==> config.mk <==
export PLATFORM = sky130hd
export DESIGN_NAME = mbi_aggregator
export DESIGN_NICKNAME = d
export VERILOG_FILES = /design/src/rtl/mbi_pkg.sv /design/src/rtl/mbi_w1c_bank.sv /design/src/rtl/mbi_wr_reg.sv /design/src/rtl/mbi_irq_map.sv /design/src/rtl/mbi_aggregator.sv
export SDC_FILE = /design/constraint.sdc
export NUM_CORES = 1
export LEC_CHECK = 0
export ABC_AREA = 0
export BUFFER_PORTS_ARGS = -buffer_cell sky130_fd_sc_hd__buf_2
export CORE_AREA = 2 2 142 144
export CTS_BUF_LIST = sky130_fd_sc_hd__clkbuf_16
export DETAILED_ROUTE_END_ITERATION = 16
export DIE_AREA = 0 0 144 146
export GPL_ROUTABILITY_DRIVEN = 0
export PLACE_DENSITY = 0.6
export SLEW_MARGIN = 20
export SYNTH_ARGS = -nofsm -noshare
export SYNTH_HDL_FRONTEND = slang
export SYNTH_SLANG_ARGS = --single-unit
==> constraint.sdc <==
create_clock -name clk -period 1.7 [get_ports clk]
set_input_delay 0.51 -clock clk [delete_from_list [all_inputs] [get_ports clk]]
set_output_delay 0.51 -clock clk [all_outputs]
set_load 0.01 [all_outputs]
==> src/rtl/mbi_pkg.sv <==
package mbi_pkg;
  // status register bit positions (decoded by the line map)
  localparam int unsigned STAT_ERR  = 0;
  localparam int unsigned STAT_BOFF = 1;
  localparam int unsigned STAT_TXW  = 2;
  localparam int unsigned STAT_RXW  = 3;
  localparam int unsigned STAT_W    = 4;

  // control register bit positions
  localparam int unsigned CTRL_ERR_EN = 0;
  localparam int unsigned CTRL_BW_EN  = 1;
  localparam int unsigned CTRL_W      = 2;

  typedef struct packed {
    logic rx_warn;
    logic tx_warn;
    logic bus_off;
    logic err;
  } stat_t;

  typedef struct packed {
    logic bw_en;
    logic err_en;
  } ctrl_t;
endpackage

==> src/rtl/mbi_w1c_bank.sv <==
// Sticky flag bank: per-bit set pulse, write-1-to-clear, set has priority.
module mbi_w1c_bank #(
  parameter int unsigned W = 64
) (
  input  logic         clk,
  input  logic         rst_n,
  input  logic [W-1:0] set_i,
  input  logic         clr_we,
  input  logic [W-1:0] clr_i,
  output logic [W-1:0] q_o
);
  for (genvar b = 0; b < W; b++) begin : g_bit
    logic bit_q;
    logic clr_hit;
    assign clr_hit = clr_we & clr_i[b];
    always_ff @(posedge clk or negedge rst_n) begin
      if (!rst_n)        bit_q <= 1'b0;
      else if (set_i[b]) bit_q <= 1'b1;
      else if (clr_hit)  bit_q <= 1'b0;
    end
    assign q_o[b] = bit_q;
  end
endmodule

==> src/rtl/mbi_wr_reg.sv <==
// Host-written register with load strobe.
module mbi_wr_reg #(
  parameter int unsigned W = 64
) (
  input  logic         clk,
  input  logic         rst_n,
  input  logic         we,
  input  logic [W-1:0] d_i,
  output logic [W-1:0] q_o
);
  always_ff @(posedge clk or negedge rst_n) begin
    if (!rst_n)  q_o <= '0;
    else if (we) q_o <= d_i;
  end
endmodule

==> src/rtl/mbi_irq_map.sv <==
// Registered interrupt line map: solo lines, two OR groups, status lines.
module mbi_irq_map
  import mbi_pkg::*;
#(
  parameter int unsigned NUM_BUF   = 64,
  parameter int unsigned NUM_SOLO  = 16,
  parameter int unsigned GRP_SPLIT = 32
) (
  input  logic                clk,
  input  logic                rst_n,
  input  logic [NUM_BUF-1:0]  flag_i,
  input  logic [NUM_BUF-1:0]  mask_i,
  input  stat_t               stat_i,
  input  ctrl_t               ctrl_i,
  output logic [NUM_SOLO-1:0] irq_solo_o,
  output logic                irq_mid_o,
  output logic                irq_high_o,
  output logic                irq_err_o,
  output logic                irq_bw_o
);
  localparam int unsigned MID_W  = GRP_SPLIT - NUM_SOLO;
  localparam int unsigned HIGH_W = NUM_BUF - GRP_SPLIT;

  logic [NUM_BUF-1:0] live;
  logic [MID_W-1:0]   live_mid;
  logic [HIGH_W-1:0]  live_high;
  logic               mid_any, high_any, err_any, bw_any;

  assign live      = flag_i & mask_i;
  assign live_mid  = live[GRP_SPLIT-1:NUM_SOLO];
  assign live_high = live[NUM_BUF-1:GRP_SPLIT];
  assign mid_any   = |live_mid;
  assign high_any  = |live_high;
  assign err_any   = stat_i.err & ctrl_i.err_en;
  assign bw_any    = (stat_i.bus_off | stat_i.tx_warn | stat_i.rx_warn) & ctrl_i.bw_en;

  for (genvar s = 0; s < NUM_SOLO; s++) begin : g_solo
    always_ff @(posedge clk or negedge rst_n) begin
      if (!rst_n) irq_solo_o[s] <= 1'b0;
      else        irq_solo_o[s] <= live[s];
    end
  end

  always_ff @(posedge clk or negedge rst_n) begin
    if (!rst_n) begin
      irq_mid_o  <= 1'b0;
      irq_high_o <= 1'b0;
      irq_err_o  <= 1'b0;
      irq_bw_o   <= 1'b0;
    end else begin
      irq_mid_o  <= mid_any;
      irq_high_o <= high_any;
      irq_err_o  <= err_any;
      irq_bw_o   <= bw_any;
    end
  end
endmodule

==> src/rtl/mbi_aggregator.sv <==
module mbi_aggregator
  import mbi_pkg::*;
#(
  parameter int unsigned NUM_BUF   = 64,
  parameter int unsigned NUM_SOLO  = 16,
  parameter int unsigned GRP_SPLIT = 32
) (
  input  logic                clk,
  input  logic                rst_n,
  input  logic [NUM_BUF-1:0]  buf_done,
  input  logic                err_hit,
  input  logic                bus_off_hit,
  input  logic                tx_warn_hit,
  input  logic                rx_warn_hit,
  input  logic                flag_clr_we,
  input  logic [NUM_BUF-1:0]  flag_clr_data,
  input  logic                mask_we,
  input  logic [NUM_BUF-1:0]  mask_data,
  input  logic                ctrl_we,
  input  logic [1:0]          ctrl_data,
  input  logic                stat_clr_we,
  input  logic [3:0]          stat_clr_data,
  output logic [NUM_BUF-1:0]  flag_q,
  output logic [NUM_BUF-1:0]  mask_q,
  output logic [1:0]          ctrl_q,
  output logic [3:0]          stat_q,
  output logic [NUM_SOLO-1:0] irq_buf,
  output logic                irq_grp_mid,
  output logic                irq_grp_high,
  output logic                irq_err,
  output logic                irq_boff_warn
);
  stat_t stat_set;
  stat_t stat_cur;
  ctrl_t ctrl_cur;

  always_comb begin
    stat_set         = '0;
    stat_set.err     = err_hit;
    stat_set.bus_off = bus_off_hit;
    stat_set.tx_warn = tx_warn_hit;
    stat_set.rx_warn = rx_warn_hit;
  end

  mbi_w1c_bank #(.W(NUM_BUF)) u_flags (
    .clk(clk), .rst_n(rst_n), .set_i(buf_done),
    .clr_we(flag_clr_we), .clr_i(flag_clr_data), .q_o(flag_q)
  );

  mbi_wr_reg #(.W(NUM_BUF)) u_mask (
    .clk(clk), .rst_n(rst_n), .we(mask_we), .d_i(mask_data), .q_o(mask_q)
  );

  mbi_w1c_bank #(.W(STAT_W)) u_stat (
    .clk(clk), .rst_n(rst_n), .set_i(stat_set),
    .clr_we(stat_clr_we), .clr_i(stat_clr_data), .q_o(stat_q)
  );

  mbi_wr_reg #(.W(CTRL_W)) u_ctrl (
    .clk(clk), .rst_n(rst_n), .we(ctrl_we), .d_i(ctrl_data), .q_o(ctrl_q)
  );

  assign stat_cur = stat_t'(stat_q);
  assign ctrl_cur = ctrl_t'(ctrl_q);

  mbi_irq_map #(
    .NUM_BUF(NUM_BUF), .NUM_SOLO(NUM_SOLO), .GRP_SPLIT(GRP_SPLIT)
  ) u_map (
    .clk(clk), .rst_n(rst_n),
    .flag_i(flag_q), .mask_i(mask_q), .stat_i(stat_cur), .ctrl_i(ctrl_cur),
    .irq_solo_o(irq_buf), .irq_mid_o(irq_grp_mid), .irq_high_o(irq_grp_high),
    .irq_err_o(irq_err), .irq_bw_o(irq_boff_warn)
  );
endmodule

Yosys cells after proc, flatten, opt, wreduce, memory -nomap -nowiden:

Index checks and enable logic that the tools add are counted.

* mux-type cells: 136
* bitwise logic cells: 73
* reduce and logical (&&, ||, !) cells: 70

Operators by type and width (number)
* $mux W1: 136
* $reduce_bool A2 Y1: 68
* $and A1 B1 Y1: 70
* $and A64 B64 Y64: 1
* $reduce_or A32 Y1: 1
* $reduce_or A16 Y1: 1
* $or A1 B1 Y1: 2

* flip-flop bits (word level): 154
* input bits: 208
* output and inout bits: 154
* logic and storage cells: 369

Depth between registers and ports, before layout:

Gate-level depths: netlist of run 1.

* depth after elaboration: 3
* mapped depth: 4
* gate-level depth less buffers: 3

Cells and area by module:

From an unflattened synthesis of run 1, not the netlist that was laid out.

* cells, all modules: 486
* area, all modules: 6710.2 um2

By module, submodules not included
* mbi_w1c_bank (u_flags): instances 1, cells an instance 263, area each 2934.1 um2, seq. area each 1601.5 um2
* mbi_wr_reg (u_mask): instances 1, cells an instance 135, area each 2678.8 um2, seq. area each 1601.5 um2
* mbi_irq_map: instances 1, cells an instance 68, area each 849.6 um2, seq. area each 500.5 um2
* mbi_w1c_bank (u_stat): instances 1, cells an instance 16, area each 175.2 um2, seq. area each 100.1 um2
* mbi_wr_reg (u_ctrl): instances 1, cells an instance 4, area each 72.6 um2, seq. area each 50.0 um2

Least setup slack after synthesis of run 1:

No wires, ideal clock.

* path type: input port to flip-flop
* start: input mask_we
* end: register u_mask.q_o[0]
* library setup time: 0.125 ns
* arrival time: 1.229 ns
* required time: 1.575 ns
* path slack: 0.346 ns
* stages: 3
* path buffers: 2
* cell sequence: buf_2 -> buf_2 -> mux2_2

RTL lines
* start: declaration: RTL line mbi_aggregator.sv:17 `input logic mask_we,`
* end signal: assignment: RTL line mbi_wr_reg.sv:13 `else if (we) q_o <= d_i;`
* end: declaration: RTL line mbi_wr_reg.sv:9 `output logic [W-1:0] q_o`

No word-level cell between the ends.

Worst setup path after layout of run 1:

* start: register u_flags.g_bit[33].bit_q
* end: register u_map.irq_high_o

* longest elaborated chain between the ends: 2

RTL lines
* start: declaration: RTL line mbi_w1c_bank.sv:13 `logic bit_q;`
* start signal: assignment: RTL line mbi_w1c_bank.sv:17 `if (!rst_n) bit_q <= 1'b0;`
* start signal: assignment: RTL line mbi_w1c_bank.sv:18 `else if (set_i[b]) bit_q <= 1'b1;`
* start signal: assignment: RTL line mbi_w1c_bank.sv:19 `else if (clr_hit) bit_q <= 1'b0;`
* $and A64 B64 Y64: RTL line mbi_irq_map.sv:29 `assign live = flag_i & mask_i;`
* $reduce_or A32 Y1: RTL line mbi_irq_map.sv:33 `assign high_any = |live_high;`
* named net u_map.high_any: RTL line mbi_irq_map.sv:27 `logic mid_any, high_any, err_any, bw_any;`
* end signal: assignment: RTL line mbi_irq_map.sv:52 `irq_high_o <= high_any;`
* end: declaration: RTL line mbi_irq_map.sv:17 `output logic irq_high_o,`

The timed path passes the listed nets, and every way through them passes these cells.
A chain may end at the register's enable or synchronous reset.

==> impl_metrics.xml, run 1 <==
<?xml version="1.0" encoding="UTF-8"?>
<metrics>
  <group name="die">
    <metric name="die_area" unit="mm²">0.0210</metric>
    <metric name="floorplan.initialDensity" unit="%">32.6</metric>
    <metric name="rows" unit="">51</metric>
    <metric name="coreArea" unit="mm²">0.0193</metric>
    <metric name="boundaryPins" unit="">362</metric>
    <metric name="die-width" unit="µm">144</metric>
    <metric name="chipHeight" unit="µm">146</metric>
  </group>
  <group name="clock_network">
    <metric name="tritoncts_clock_tree" unit="">yes</metric>
    <metric name="cts_bufs_inserted" unit="">17</metric>
    <metric name="path_clk_slew" unit="ns">0.07</metric>
    <metric name="clock_latency" unit="ns">0.41</metric>
    <metric name="cts_post_setup_buffers_inserted" unit="">0</metric>
    <metric name="clk_path_buf_depth" unit="">2</metric>
    <metric name="cts_num_sinks" unit="">154</metric>
    <metric name="htreeDepth" unit="">4</metric>
    <metric name="cts_root_buffer" unit="">clkbuf_16</metric>
  </group>
  <group name="sta">
    <metric name="final.setup_skew" unit="ns">0.00868</metric>
    <metric name="max_slew.worst_pin.slew" unit="ns">0.326</metric>
    <metric name="final.min_clock_period" unit="ns">1.58</metric>
    <metric name="maxSlewViolCount" unit="">0</metric>
    <metric name="final.period_utilization" unit="%">93.1</metric>
    <metric name="number_of_hold_violations_in_the_final_report" unit="">0</metric>
    <metric name="rsz_0062_raised_after_global_routing" unit="">false</metric>
    <metric name="setup_total_negative_slack" unit="ns">0</metric>
    <metric name="highest_achievable_clock_rate" unit="GHz">0.632</metric>
    <metric name="report.final.setup_viol" unit="">0</metric>
    <metric name="relSlewSlack" unit="%">78.3</metric>
  </group>
  <group name="worst_setup_path">
    <metric name="crit_path_end_kind" unit="">register</metric>
    <metric name="crit_path_top_delay_cell" unit="">or4_1</metric>
    <metric name="critical_path_peak_fanout" unit="">3</metric>
    <metric name="critPathTopFamily" unit="">simple AND/OR/NAND/NOR gates</metric>
    <metric name="worstPathCellList" unit="">a22oi_1 &gt; nand4_1 &gt; or4_1</metric>
    <metric name="worstPathArrival" unit="ns">1.86</metric>
    <metric name="timing.critical_path.buf_inv" unit="">0</metric>
    <metric name="critical_path_required" unit="ns">1.98</metric>
    <metric name="setup.worst_path.class" unit="">register to register</metric>
    <metric name="cp-start-kind" unit="">register</metric>
    <metric name="timing.critical_path.slowest_cell_delay" unit="ns">0.56</metric>
  </group>
  <group name="global_route">
    <metric name="grt_start_max_net_pins" unit="">52</metric>
    <metric name="grt_antenna_before_repair" unit="">1</metric>
    <metric name="grt_pass1_wl" unit="µm">27200</metric>
    <metric name="gr-usage-all-layers" unit="%">17.1</metric>
    <metric name="vias_in_the_first_global_route" unit="">4897</metric>
    <metric name="overflow" unit="">0</metric>
  </group>
  <group name="synth">
    <metric name="post_synth_instance_area" unit="mm²">0.00629</metric>
    <metric name="synth_async_sr_flop_share" unit="%">100</metric>
    <metric name="leading_cell_types_by_count_after_synthesis" unit="">dfrtp_1, buf_4, nand2_1</metric>
    <metric name="yosys-top-cells-area" unit="">dfrtp_1, mux2_2, buf_4, a21o_1, nand2_1</metric>
    <metric name="synth_top_cell_by_area" unit="">dfrtp_1</metric>
    <metric name="synthesized_area_per_cell" unit="µm²">12.9</metric>
    <metric name="synth_cell_type_count" unit="">15</metric>
    <metric name="postSynth.topFlopCell" unit="">dfrtp_1</metric>
    <metric name="yosys_register_bits" unit="">154</metric>
    <metric name="synth-edff-count" unit="">0</metric>
    <metric name="synth.yosys.warnings" unit="">0</metric>
    <metric name="synthesis.instances" unit="">486</metric>
    <metric name="synth.net_count" unit="">694</metric>
    <metric name="synth.yosys.seq_area_share" unit="%">61.2</metric>
    <metric name="yosys.cell_count.top_type" unit="">dfrtp_1</metric>
    <metric name="yosysTopAreaCellShare" unit="%">61.2</metric>
  </group>
  <group name="placement">
    <metric name="placedCellCount" unit="">1039</metric>
    <metric name="dp_hpwl" unit="µm">14300</metric>
    <metric name="place.port_buffers" unit="">361</metric>
  </group>
  <group name="run_status">
    <metric name="status" unit="">complete, no violations</metric>
  </group>
  <group name="finish">
    <metric name="final_layout_size_suffix_gt1_share" unit="%">57.9</metric>
    <metric name="insertedDiodeCount" unit="">0</metric>
    <metric name="layout-area-overhead-vs-synth" unit="%">35.9</metric>
    <metric name="finish.net_count" unit="">1002</metric>
    <metric name="filler_free_cell_count_of_the_finished_design" unit="">1072</metric>
  </group>
  <group name="drt">
    <metric name="first_iter_violations" unit="">144</metric>
    <metric name="totalWireLength" unit="µm">18200</metric>
    <metric name="routed_wirelength_normalized_by_instance_count" unit="µm">17.0</metric>
    <metric name="route.vias.total" unit="">4694</metric>
    <metric name="ant_nets" unit="">0</metric>
    <metric name="detail_route.first_pass.iterations" unit="">4</metric>
    <metric name="drcViolationCount" unit="">0</metric>
    <metric name="drt_via_density" unit="">4.38</metric>
  </group>
  <group name="worst_hold_path">
    <metric name="timing.hold.worst.class" unit="">input port to register</metric>
  </group>
  <group name="job">
    <metric name="drv_cap" unit="">0</metric>
  </group>
  <group name="power_and_ir_drop">
    <metric name="irDropWorstVdd" unit="mV">0.603</metric>
    <metric name="power.density_cell_area" unit="mW/mm²">1060</metric>
    <metric name="p_leak" unit="nW">4.18</metric>
  </group>
</metrics>
## what timing repair did
action,in CTS,in global routing
endpoints found under the hold margin,21,0
resized for setup,0,0
hold buffers,1,0
## report_power, final
part | internal, mW | switching (mW) | total [mW]
clock network | 1.89 | 1.61 | 3.50
registers | 3.98 | 0.225 | 4.20
logic | 0.690 | 0.647 | 1.34
## registers in the layout (all words and copies together) (netlist names)
register	cells
u_ctrl.q_o	2
u_flags.g_bit.bit_q	64
u_map.irq_bw_o	1
u_map.irq_err_o	1
u_map.irq_high_o	1
u_map.irq_mid_o	1
u_map.irq_solo_o	16
u_mask.q_o	64
u_stat.g_bit.bit_q	4
## placed cells by master, fill, tap and decap left out, drive strengths merged, types with 6 or more instances in the layout
cell and instances:
and2 17, inv 6, clkbuf 17, buf 370, clkinv 6, a21o 68, mux2 66, dfrtp 154
nand2 68, a22oi 16
## logic make-up (layout without fill, tap and decap cells)
group	Yosys count	in the layout	synth area share (%)
compound gates	93	93	11.4
buf+inv	82	403	9.22
flops	154	154	61.2
mux	66	66	11.8
simple gates	91	91	6.36
## metrics by stage
stage	util, %	setup WS, ns	hold WS [ns]	total power [mW]	instance area (µm²)
after floorplan	-	0.346	0.214	4.94	6290
after global placement	41.4	0.127	0.404	5.62	8000
after detailed placement	41.4	0.123	0.404	5.64	8000
after CTS	44.2	0.0758	0.243	9.22	8550
after global routing	44.2	0.0283	0.244	9.51	8550
final	44.2	0.117	0.270	9.04	8550
## worst reg2reg max path, cell delays in order, from the launching register on
cell     delay [ns]
dfrtp_1        0.41
a22oi_1        0.25
nand4_1        0.24
or4_1          0.56
## worst paths after layout
kind                                                     start                             endpoint  slack (ns)  depth (start not counted)
max in group asynchronous                                rst_n        u_map.irq_solo_o[6]$_DFF_PN0_        0.60                          3
min                                                buf_done[3]   u_flags.g_bit[3].bit_q$_DFFE_PN0P_        0.27                          2
max                        u_flags.g_bit[33].bit_q$_DFFE_PN0P_           u_map.irq_high_o$_DFF_PN0_        0.12                          3
max reg2reg                u_flags.g_bit[33].bit_q$_DFFE_PN0P_           u_map.irq_high_o$_DFF_PN0_        0.12                          3
min reg2reg                u_flags.g_bit[14].bit_q$_DFFE_PN0P_  u_flags.g_bit[14].bit_q$_DFFE_PN0P_        0.49                          1
min in group asynchronous                                rst_n    u_stat.g_bit[3].bit_q$_DFFE_PN0P_        0.53                          2
## metal layers
metal | GRT usage [%] | routed length, µm | up-vias
li1 | - | - | 2232
met2 | 29.2 | 9080 | 217
met3 | 6.42 | 1630 | 18
met1 | 19.8 | 7180 | 2225
met4 | 5.34 | 277 | 2
met5 | 0 | 17 | -
## final cells by class
class	instances	area (µm²)
multi-input combinational	250	1860
fill	1887	10800
clock buffer	17	425
sequential	154	3850
timing repair buffer	371	1970
tap	265	332
clock inverter	15	115
Power figures use the tool's default switching activity.
==> run 2: changes to the inputs <==
RECOVER_POWER = 100   (was not set)
==> impl_metrics.xml, run 2 (synthesis results as in run 1) <==
<?xml version="1.0" encoding="UTF-8"?>
<metrics>
  <group name="power_and_ir_drop">
    <metric name="power.density_cell_area" unit="mW/mm²">1080</metric>
    <metric name="power.internal" unit="mW">6.46</metric>
    <metric name="pwr-share-comb" unit="%">13.8</metric>
    <metric name="power_switching_share" unit="%">27.9</metric>
    <metric name="net-switching-power" unit="mW">2.49</metric>
    <metric name="power_frac_seq" unit="%">47.1</metric>
    <metric name="power.share.clock" unit="%">39.1</metric>
    <metric name="p_leak" unit="nW">3.78</metric>
    <metric name="irDropWorstVdd" unit="mV">0.602</metric>
  </group>
  <group name="worst_setup_path">
    <metric name="crit_path_top_delay_cell" unit="">or4_1</metric>
    <metric name="crit_path_end_kind" unit="">register</metric>
    <metric name="critPathLaunch" unit="">u_flags.g_bit[33].bit_q$_DFFE_PN0P_</metric>
    <metric name="timing.critical_path.buf_inv" unit="">0</metric>
    <metric name="reg2reg_from" unit="">u_flags.g_bit[33].bit_q$_DFFE_PN0P_</metric>
    <metric name="critical_path_required" unit="ns">1.98</metric>
    <metric name="worstPathCellList" unit="">a22oi_1 &gt; nand4_1 &gt; or4_1</metric>
    <metric name="setup.worst_path.class" unit="">register to register</metric>
    <metric name="worstPathArrival" unit="ns">1.86</metric>
    <metric name="timing.critical_path.slowest_cell_delay" unit="ns">0.56</metric>
    <metric name="critPathTopFamily" unit="">simple AND/OR/NAND/NOR gates</metric>
    <metric name="critical_path_peak_fanout" unit="">3</metric>
    <metric name="cp-start-kind" unit="">register</metric>
  </group>
  <group name="global_route">
    <metric name="grt.met1_usage" unit="%">19.8</metric>
    <metric name="grt_pass1_wl" unit="µm">27200</metric>
    <metric name="grt_antenna_before_repair" unit="">1</metric>
    <metric name="vias_in_the_first_global_route" unit="">4897</metric>
    <metric name="grtUsageMet3" unit="%">6.42</metric>
    <metric name="overflow" unit="">0</metric>
    <metric name="globalRoute.busiestLayer" unit="">met2</metric>
    <metric name="met2_usage" unit="%">29.2</metric>
    <metric name="grt_start_max_net_pins" unit="">52</metric>
    <metric name="gr-usage-all-layers" unit="%">17.1</metric>
  </group>
  <group name="drt">
    <metric name="drcViolationCount" unit="">0</metric>
    <metric name="detail_route.first_pass.iterations" unit="">4</metric>
    <metric name="routed_wirelength_normalized_by_instance_count" unit="µm">17.1</metric>
    <metric name="totalWireLength" unit="µm">18300</metric>
    <metric name="route.vias.total" unit="">4687</metric>
    <metric name="ant_nets" unit="">0</metric>
    <metric name="drt_via_density" unit="">4.37</metric>
    <metric name="first_iter_violations" unit="">138</metric>
  </group>
  <group name="sta">
    <metric name="highest_achievable_clock_rate" unit="GHz">0.632</metric>
    <metric name="rsz_0062_raised_after_global_routing" unit="">false</metric>
    <metric name="finalWorstSetupSlack" unit="ns">0.118</metric>
    <metric name="maxSlewViolCount" unit="">0</metric>
    <metric name="report.final.setup_viol" unit="">0</metric>
    <metric name="final.min_clock_period" unit="ns">1.58</metric>
    <metric name="final.period_utilization" unit="%">93.0</metric>
    <metric name="relSlewSlack" unit="%">37.9</metric>
    <metric name="final.setup_skew" unit="ns">0.00962</metric>
    <metric name="worst_hold_margin" unit="ns">0.269</metric>
    <metric name="max_slew.worst_pin.slew" unit="ns">0.931</metric>
    <metric name="number_of_hold_violations_in_the_final_report" unit="">0</metric>
    <metric name="setup_total_negative_slack" unit="ns">0</metric>
  </group>
  <group name="placement">
    <metric name="place.port_buffers" unit="">361</metric>
    <metric name="post_placement_cell_area" unit="mm²">0.00800</metric>
    <metric name="place_worst_setup_slack" unit="ns">0.123</metric>
    <metric name="dp_hpwl" unit="µm">14300</metric>
  </group>
  <group name="worst_hold_path">
    <metric name="timing.hold.worst.class" unit="">input port to register</metric>
    <metric name="hold_path_startpoint" unit="">buf_done[1]</metric>
  </group>
  <group name="finish">
    <metric name="layout.cells.most_common_list" unit="">buf_2, clkbuf_1, dfrtp_1, nand2_1, a21o_1</metric>
    <metric name="layout.area.seq" unit="mm²">0.00385</metric>
    <metric name="layout_commonest_cell" unit="">buf_2</metric>
    <metric name="insertedDiodeCount" unit="">0</metric>
    <metric name="multiInputGateArea" unit="mm²">0.00186</metric>
    <metric name="utilization" unit="%">42.8</metric>
    <metric name="layout_top_registers" unit="">u_flags.g_bit.bit_q: 64 flops, u_mask.q_o: 64 flops, u_map.irq_solo_o: 16 flops</metric>
    <metric name="layout-area-overhead-vs-synth" unit="%">31.6</metric>
    <metric name="final_layout_size_suffix_gt1_share" unit="%">38.5</metric>
    <metric name="layout.filler_cells" unit="">1989</metric>
    <metric name="finish.net_count" unit="">1002</metric>
    <metric name="final_cell_area" unit="mm²">0.00828</metric>
  </group>
  <group name="clock_network">
    <metric name="clock_latency" unit="ns">0.41</metric>
    <metric name="tritoncts_clock_tree" unit="">yes</metric>
    <metric name="cts_root_buffer" unit="">clkbuf_16</metric>
    <metric name="cts_num_sinks" unit="">154</metric>
    <metric name="cts_bufs_inserted" unit="">17</metric>
    <metric name="path_clk_slew" unit="ns">0.07</metric>
    <metric name="clk_path_buf_depth" unit="">2</metric>
    <metric name="cts_post_setup_buffers_inserted" unit="">0</metric>
    <metric name="htreeDepth" unit="">4</metric>
  </group>
  <group name="die">
    <metric name="boundaryPins" unit="">362</metric>
    <metric name="die-width" unit="µm">144</metric>
    <metric name="coreArea" unit="mm²">0.0193</metric>
    <metric name="rows" unit="">51</metric>
    <metric name="floorplan.initialDensity" unit="%">32.6</metric>
    <metric name="chipHeight" unit="µm">146</metric>
    <metric name="die_area" unit="mm²">0.0210</metric>
  </group>
  <group name="run_status">
    <metric name="status" unit="">complete, no violations</metric>
  </group>
  <group name="job">
    <metric name="drv_cap" unit="">0</metric>
  </group>
</metrics>
==> run 2: changes by cell type in the layout (fill, tap and decap cells not counted), moves of 2 or more <==
cell,delta
buf_12,-4
and2_0,+8
buf_4,-2
clkbuf_2,+6
and2_1,-8
clkbuf_1,+156
buf_2,-155
==> run 2: cell type report <==
class                      instances  share of cell area (%)
multi-input combinational        250                    22.4
timing repair buffer             371                    20.5
tap                              265                    4.00
clock inverter                    15                    1.39
clock buffer                      17                    5.14
sequential                       154                    46.5
==> run 2: worst paths after layout <==
check | slack [ns] | to | depth (start not counted)
max | 0.12 | u_map.irq_high_o$_DFF_PN0_ | 3
min | 0.27 | u_flags.g_bit[1].bit_q$_DFFE_PN0P_ | 2
max reg2reg | 0.12 | u_map.irq_high_o$_DFF_PN0_ | 3
min reg2reg | 0.50 | u_flags.g_bit[14].bit_q$_DFFE_PN0P_ | 1
max in group asynchronous | 0.21 | u_mask.q_o[32]$_DFFE_PN0P_ | 3
min in group asynchronous | 0.69 | u_mask.q_o[42]$_DFFE_PN0P_ | 2
==> run 2: routing by layer <==
layer / wire length (µm) / vias to the layer above / part of all wire, %
met4: 269 / 2 / 1.5
met2: 9090 / 219 / 50
met1: 7320 / 2221 / 40
met5: 17 / - / 0.093
li1: - / 2227 / -
met3: 1610 / 18 / 8.8
==> run 2: worst reg2reg max path, delay by kind of cell, from the launching register on <==
kind            cells  cell delay (ns)
simple gates        2             0.81
compound gates      1             0.25
flops               1             0.40
==> run 2: stage by stage <==
stage | power, mW | std cells
2_1_floorplan | 4.94 | 486
5_1_grt | 9.42 | 1072
4_1_cts | 9.22 | 1072
3_3_place_gp | 5.62 | 1039
6_report | 8.95 | 1072
3_5_place_dp | 5.64 | 1039
==> run 2: what timing repair did <==
| item | CTS | global route |
|---|---|---|
| endpoints found under the hold margin | 21 | 0 |
| gates resized for setup | 0 | 0 |
| hold buffers | 1 | 0 |
==> run 2: power by group through the flow <==
stage	logic (mW)	clock network [mW]	registers [mW]
floorplan	0.620	0	4.32
global placement	1.37	0	4.26
detailed placement	1.36	0	4.28
CTS	1.37	3.64	4.21
global route	1.36	3.80	4.26
finish	1.23	3.50	4.21
==> run 3: changes to the inputs <==
--- a/config.mk
+++ b/config.mk
@@ -15,4 +15,5 @@
 export PLACE_DENSITY = 0.6
 export RECOVER_POWER = 100
+export REMOVE_ABC_BUFFERS = 1
 export SLEW_MARGIN = 20
 export SYNTH_ARGS = -nofsm -noshare
==> constraint.sdc (replaced) <==
create_clock -name clk -period 2 [get_ports clk]
set_input_delay 0.2 -clock clk [delete_from_list [all_inputs] [get_ports clk]]
set_output_delay 0.2 -clock clk [all_outputs]
set_load 0.01 [all_outputs]
==> impl_metrics.xml, run 3 (synthesis results as in run 1) <==
<?xml version="1.0" encoding="UTF-8"?>
<metrics>
  <group name="die">
    <metric name="floorplan.initialDensity" unit="%">32.6</metric>
    <metric name="coreArea" unit="mm²">0.0193</metric>
    <metric name="boundaryPins" unit="">362</metric>
    <metric name="die-width" unit="µm">144</metric>
    <metric name="chipHeight" unit="µm">146</metric>
    <metric name="die_area" unit="mm²">0.0210</metric>
    <metric name="rows" unit="">51</metric>
  </group>
  <group name="sta">
    <metric name="final.setup_skew" unit="ns">0.00833</metric>
    <metric name="relSlewSlack" unit="%">54.4</metric>
    <metric name="final.min_clock_period" unit="ns">1.61</metric>
    <metric name="highest_achievable_clock_rate" unit="GHz">0.620</metric>
    <metric name="rsz_0062_raised_after_global_routing" unit="">false</metric>
    <metric name="report.final.setup_viol" unit="">0</metric>
    <metric name="max_slew.worst_pin.slew" unit="ns">0.683</metric>
    <metric name="maxSlewViolCount" unit="">0</metric>
    <metric name="number_of_hold_violations_in_the_final_report" unit="">0</metric>
    <metric name="setup_total_negative_slack" unit="ns">0</metric>
    <metric name="worst_hold_margin" unit="ns">0.0200</metric>
    <metric name="finalWorstSetupSlack" unit="ns">0.386</metric>
    <metric name="final.period_utilization" unit="%">80.7</metric>
  </group>
  <group name="clock_network">
    <metric name="htreeDepth" unit="">4</metric>
    <metric name="cts_resized" unit="">0</metric>
    <metric name="cts_num_sinks" unit="">154</metric>
    <metric name="path_clk_slew" unit="ns">0.06</metric>
    <metric name="tritoncts_clock_tree" unit="">yes</metric>
    <metric name="cts_bufs_inserted" unit="">17</metric>
    <metric name="clock_latency" unit="ns">0.42</metric>
    <metric name="cts_root_buffer" unit="">clkbuf_16</metric>
    <metric name="clk_path_buf_depth" unit="">2</metric>
  </group>
  <group name="placement">
    <metric name="placedCellCount" unit="">1036</metric>
    <metric name="place_worst_setup_slack" unit="ns">0.479</metric>
    <metric name="post_placement_cell_area" unit="mm²">0.00795</metric>
    <metric name="dp_hpwl" unit="µm">12400</metric>
    <metric name="place.port_buffers" unit="">361</metric>
  </group>
  <group name="finish">
    <metric name="layout.cells.most_common_list" unit="">buf_2, clkbuf_1, dfrtp_1, dlygate4sd3_1, nand2_1</metric>
    <metric name="layout.filler_cells" unit="">1838</metric>
    <metric name="insertedDiodeCount" unit="">0</metric>
    <metric name="layout-area-overhead-vs-synth" unit="%">50.9</metric>
    <metric name="finish.net_count" unit="">1117</metric>
    <metric name="filler_free_cell_count_of_the_finished_design" unit="">1187</metric>
    <metric name="final_cell_area" unit="mm²">0.00950</metric>
    <metric name="utilization" unit="%">49.1</metric>
    <metric name="final_layout_size_suffix_gt1_share" unit="%">32.9</metric>
    <metric name="layout_commonest_cell" unit="">buf_2</metric>
    <metric name="layout_top_registers" unit="">u_flags.g_bit.bit_q: 64 flops, u_mask.q_o: 64 flops, u_map.irq_solo_o: 16 flops</metric>
  </group>
  <group name="worst_setup_path">
    <metric name="timing.critical_path.slowest_cell_delay" unit="ns">0.56</metric>
    <metric name="worstPathCellList" unit="">a22oi_1 &gt; nand4_1 &gt; or4_1</metric>
    <metric name="crit_path_top_delay_cell" unit="">or4_1</metric>
    <metric name="worstPathArrival" unit="ns">1.89</metric>
    <metric name="setup.worst_path.class" unit="">register to register</metric>
    <metric name="reg2reg_depth" unit="">3</metric>
    <metric name="critical_path_required" unit="ns">2.28</metric>
    <metric name="critical_path_peak_fanout" unit="">3</metric>
    <metric name="cp-start-kind" unit="">register</metric>
    <metric name="crit_path_end_kind" unit="">register</metric>
  </group>
  <group name="power_and_ir_drop">
    <metric name="p_leak" unit="nW">4.28</metric>
    <metric name="post-layout-total-power" unit="mW">7.93</metric>
    <metric name="irDropWorstVdd" unit="mV">0.504</metric>
    <metric name="power.density_cell_area" unit="mW/mm²">835</metric>
  </group>
  <group name="worst_hold_path">
    <metric name="timing.hold.worst.class" unit="">input port to register</metric>
    <metric name="min_delay_path_depth" unit="">2</metric>
  </group>
  <group name="global_route">
    <metric name="vias_in_the_first_global_route" unit="">5438</metric>
    <metric name="overflow" unit="">0</metric>
    <metric name="grt_antenna_before_repair" unit="">0</metric>
    <metric name="grt_pass1_wl" unit="µm">27200</metric>
    <metric name="grt_start_max_net_pins" unit="">65</metric>
    <metric name="gr-usage-all-layers" unit="%">16.8</metric>
  </group>
  <group name="drt">
    <metric name="routed_wirelength_normalized_by_instance_count" unit="µm">15.2</metric>
    <metric name="drcViolationCount" unit="">0</metric>
    <metric name="totalWireLength" unit="µm">18000</metric>
    <metric name="first_iter_violations" unit="">127</metric>
    <metric name="detail_route.first_pass.iterations" unit="">4</metric>
    <metric name="ant_nets" unit="">0</metric>
    <metric name="drt_via_density" unit="">4.38</metric>
    <metric name="route.vias.total" unit="">5197</metric>
  </group>
  <group name="job">
    <metric name="drv_cap" unit="">0</metric>
  </group>
  <group name="run_status">
    <metric name="status" unit="">complete, no violations</metric>
  </group>
</metrics>
run 3: cell types whose count changed in the layout (fill, tap and decap cells not counted), moves of 3 or more:
cell           previous run  this run
clkbuf_2                  6         0
buf_2                   205       202
dlygate4sd3_1             1       119
clkbuf_1                156       160
run 3: timing repair:
action                                 CTS  global route
setup buffers                            0             0
endpoints found under the hold margin  157            11
hold buffers                           108            11
run 3: power breakdown:
| part | total [mW] | switching, mW | internal (mW) |
|---|---|---|---|
| logic | 1.23 | 0.578 | 0.647 |
| clock network | 3.13 | 1.30 | 1.84 |
| registers | 3.57 | 0.186 | 3.38 |
| total | 7.93 | 2.06 | 5.86 |
run 3: per-layer routing:
metal | track usage (%) | vias to the layer above | part of all wire [%]
li1 | - | 2454 | -
met1 | 17.5 | 2494 | 38
met2 | 31.1 | 220 | 53
met3 | 5.56 | 29 | 7.4
met4 | 6.08 | 0 | 2.3
met5 | 0 | - | 0
run 3: area by class of cell:
class / count / area, µm² / area share, %
Tap cell: 265 / 332 / 3.49
Multi-Input combinational cell: 250 / 1850 / 19.5
Clock inverter: 15 / 150 / 1.58
Timing Repair Buffer: 486 / 2880 / 30.3
Clock buffer: 17 / 425 / 4.48
Sequential cell: 154 / 3850 / 40.6
run 3: critical path: cells and delay by family (launching register included):
| kind | cells | cell delay, ns |
|---|---|---|
| and+or+nand+nor | 2 | 0.77 |
| DFF | 1 | 0.39 |
| AOI/OAI and AO/OA | 1 | 0.32 |
run 3: final timing paths:
| check | startpoint | to | slack (ns) |
|---|---|---|---|
| worst max register to register | u_flags.g_bit[39].bit_q$_DFFE_PN0P_ | u_map.irq_high_o$_DFF_PN0_ | 0.39 |
| min in group asynchronous | rst_n | u_mask.q_o[39]$_DFFE_PN0P_ | 0.33 |
| worst min register to register | u_flags.g_bit[15].bit_q$_DFFE_PN0P_ | u_flags.g_bit[15].bit_q$_DFFE_PN0P_ | 0.49 |
| worst max-delay path | u_flags.g_bit[39].bit_q$_DFFE_PN0P_ | u_map.irq_high_o$_DFF_PN0_ | 0.39 |
| max in group asynchronous | rst_n | u_mask.q_o[42]$_DFFE_PN0P_ | 0.62 |
| worst min-delay path | buf_done[1] | u_flags.g_bit[1].bit_q$_DFFE_PN0P_ | 0.02 |
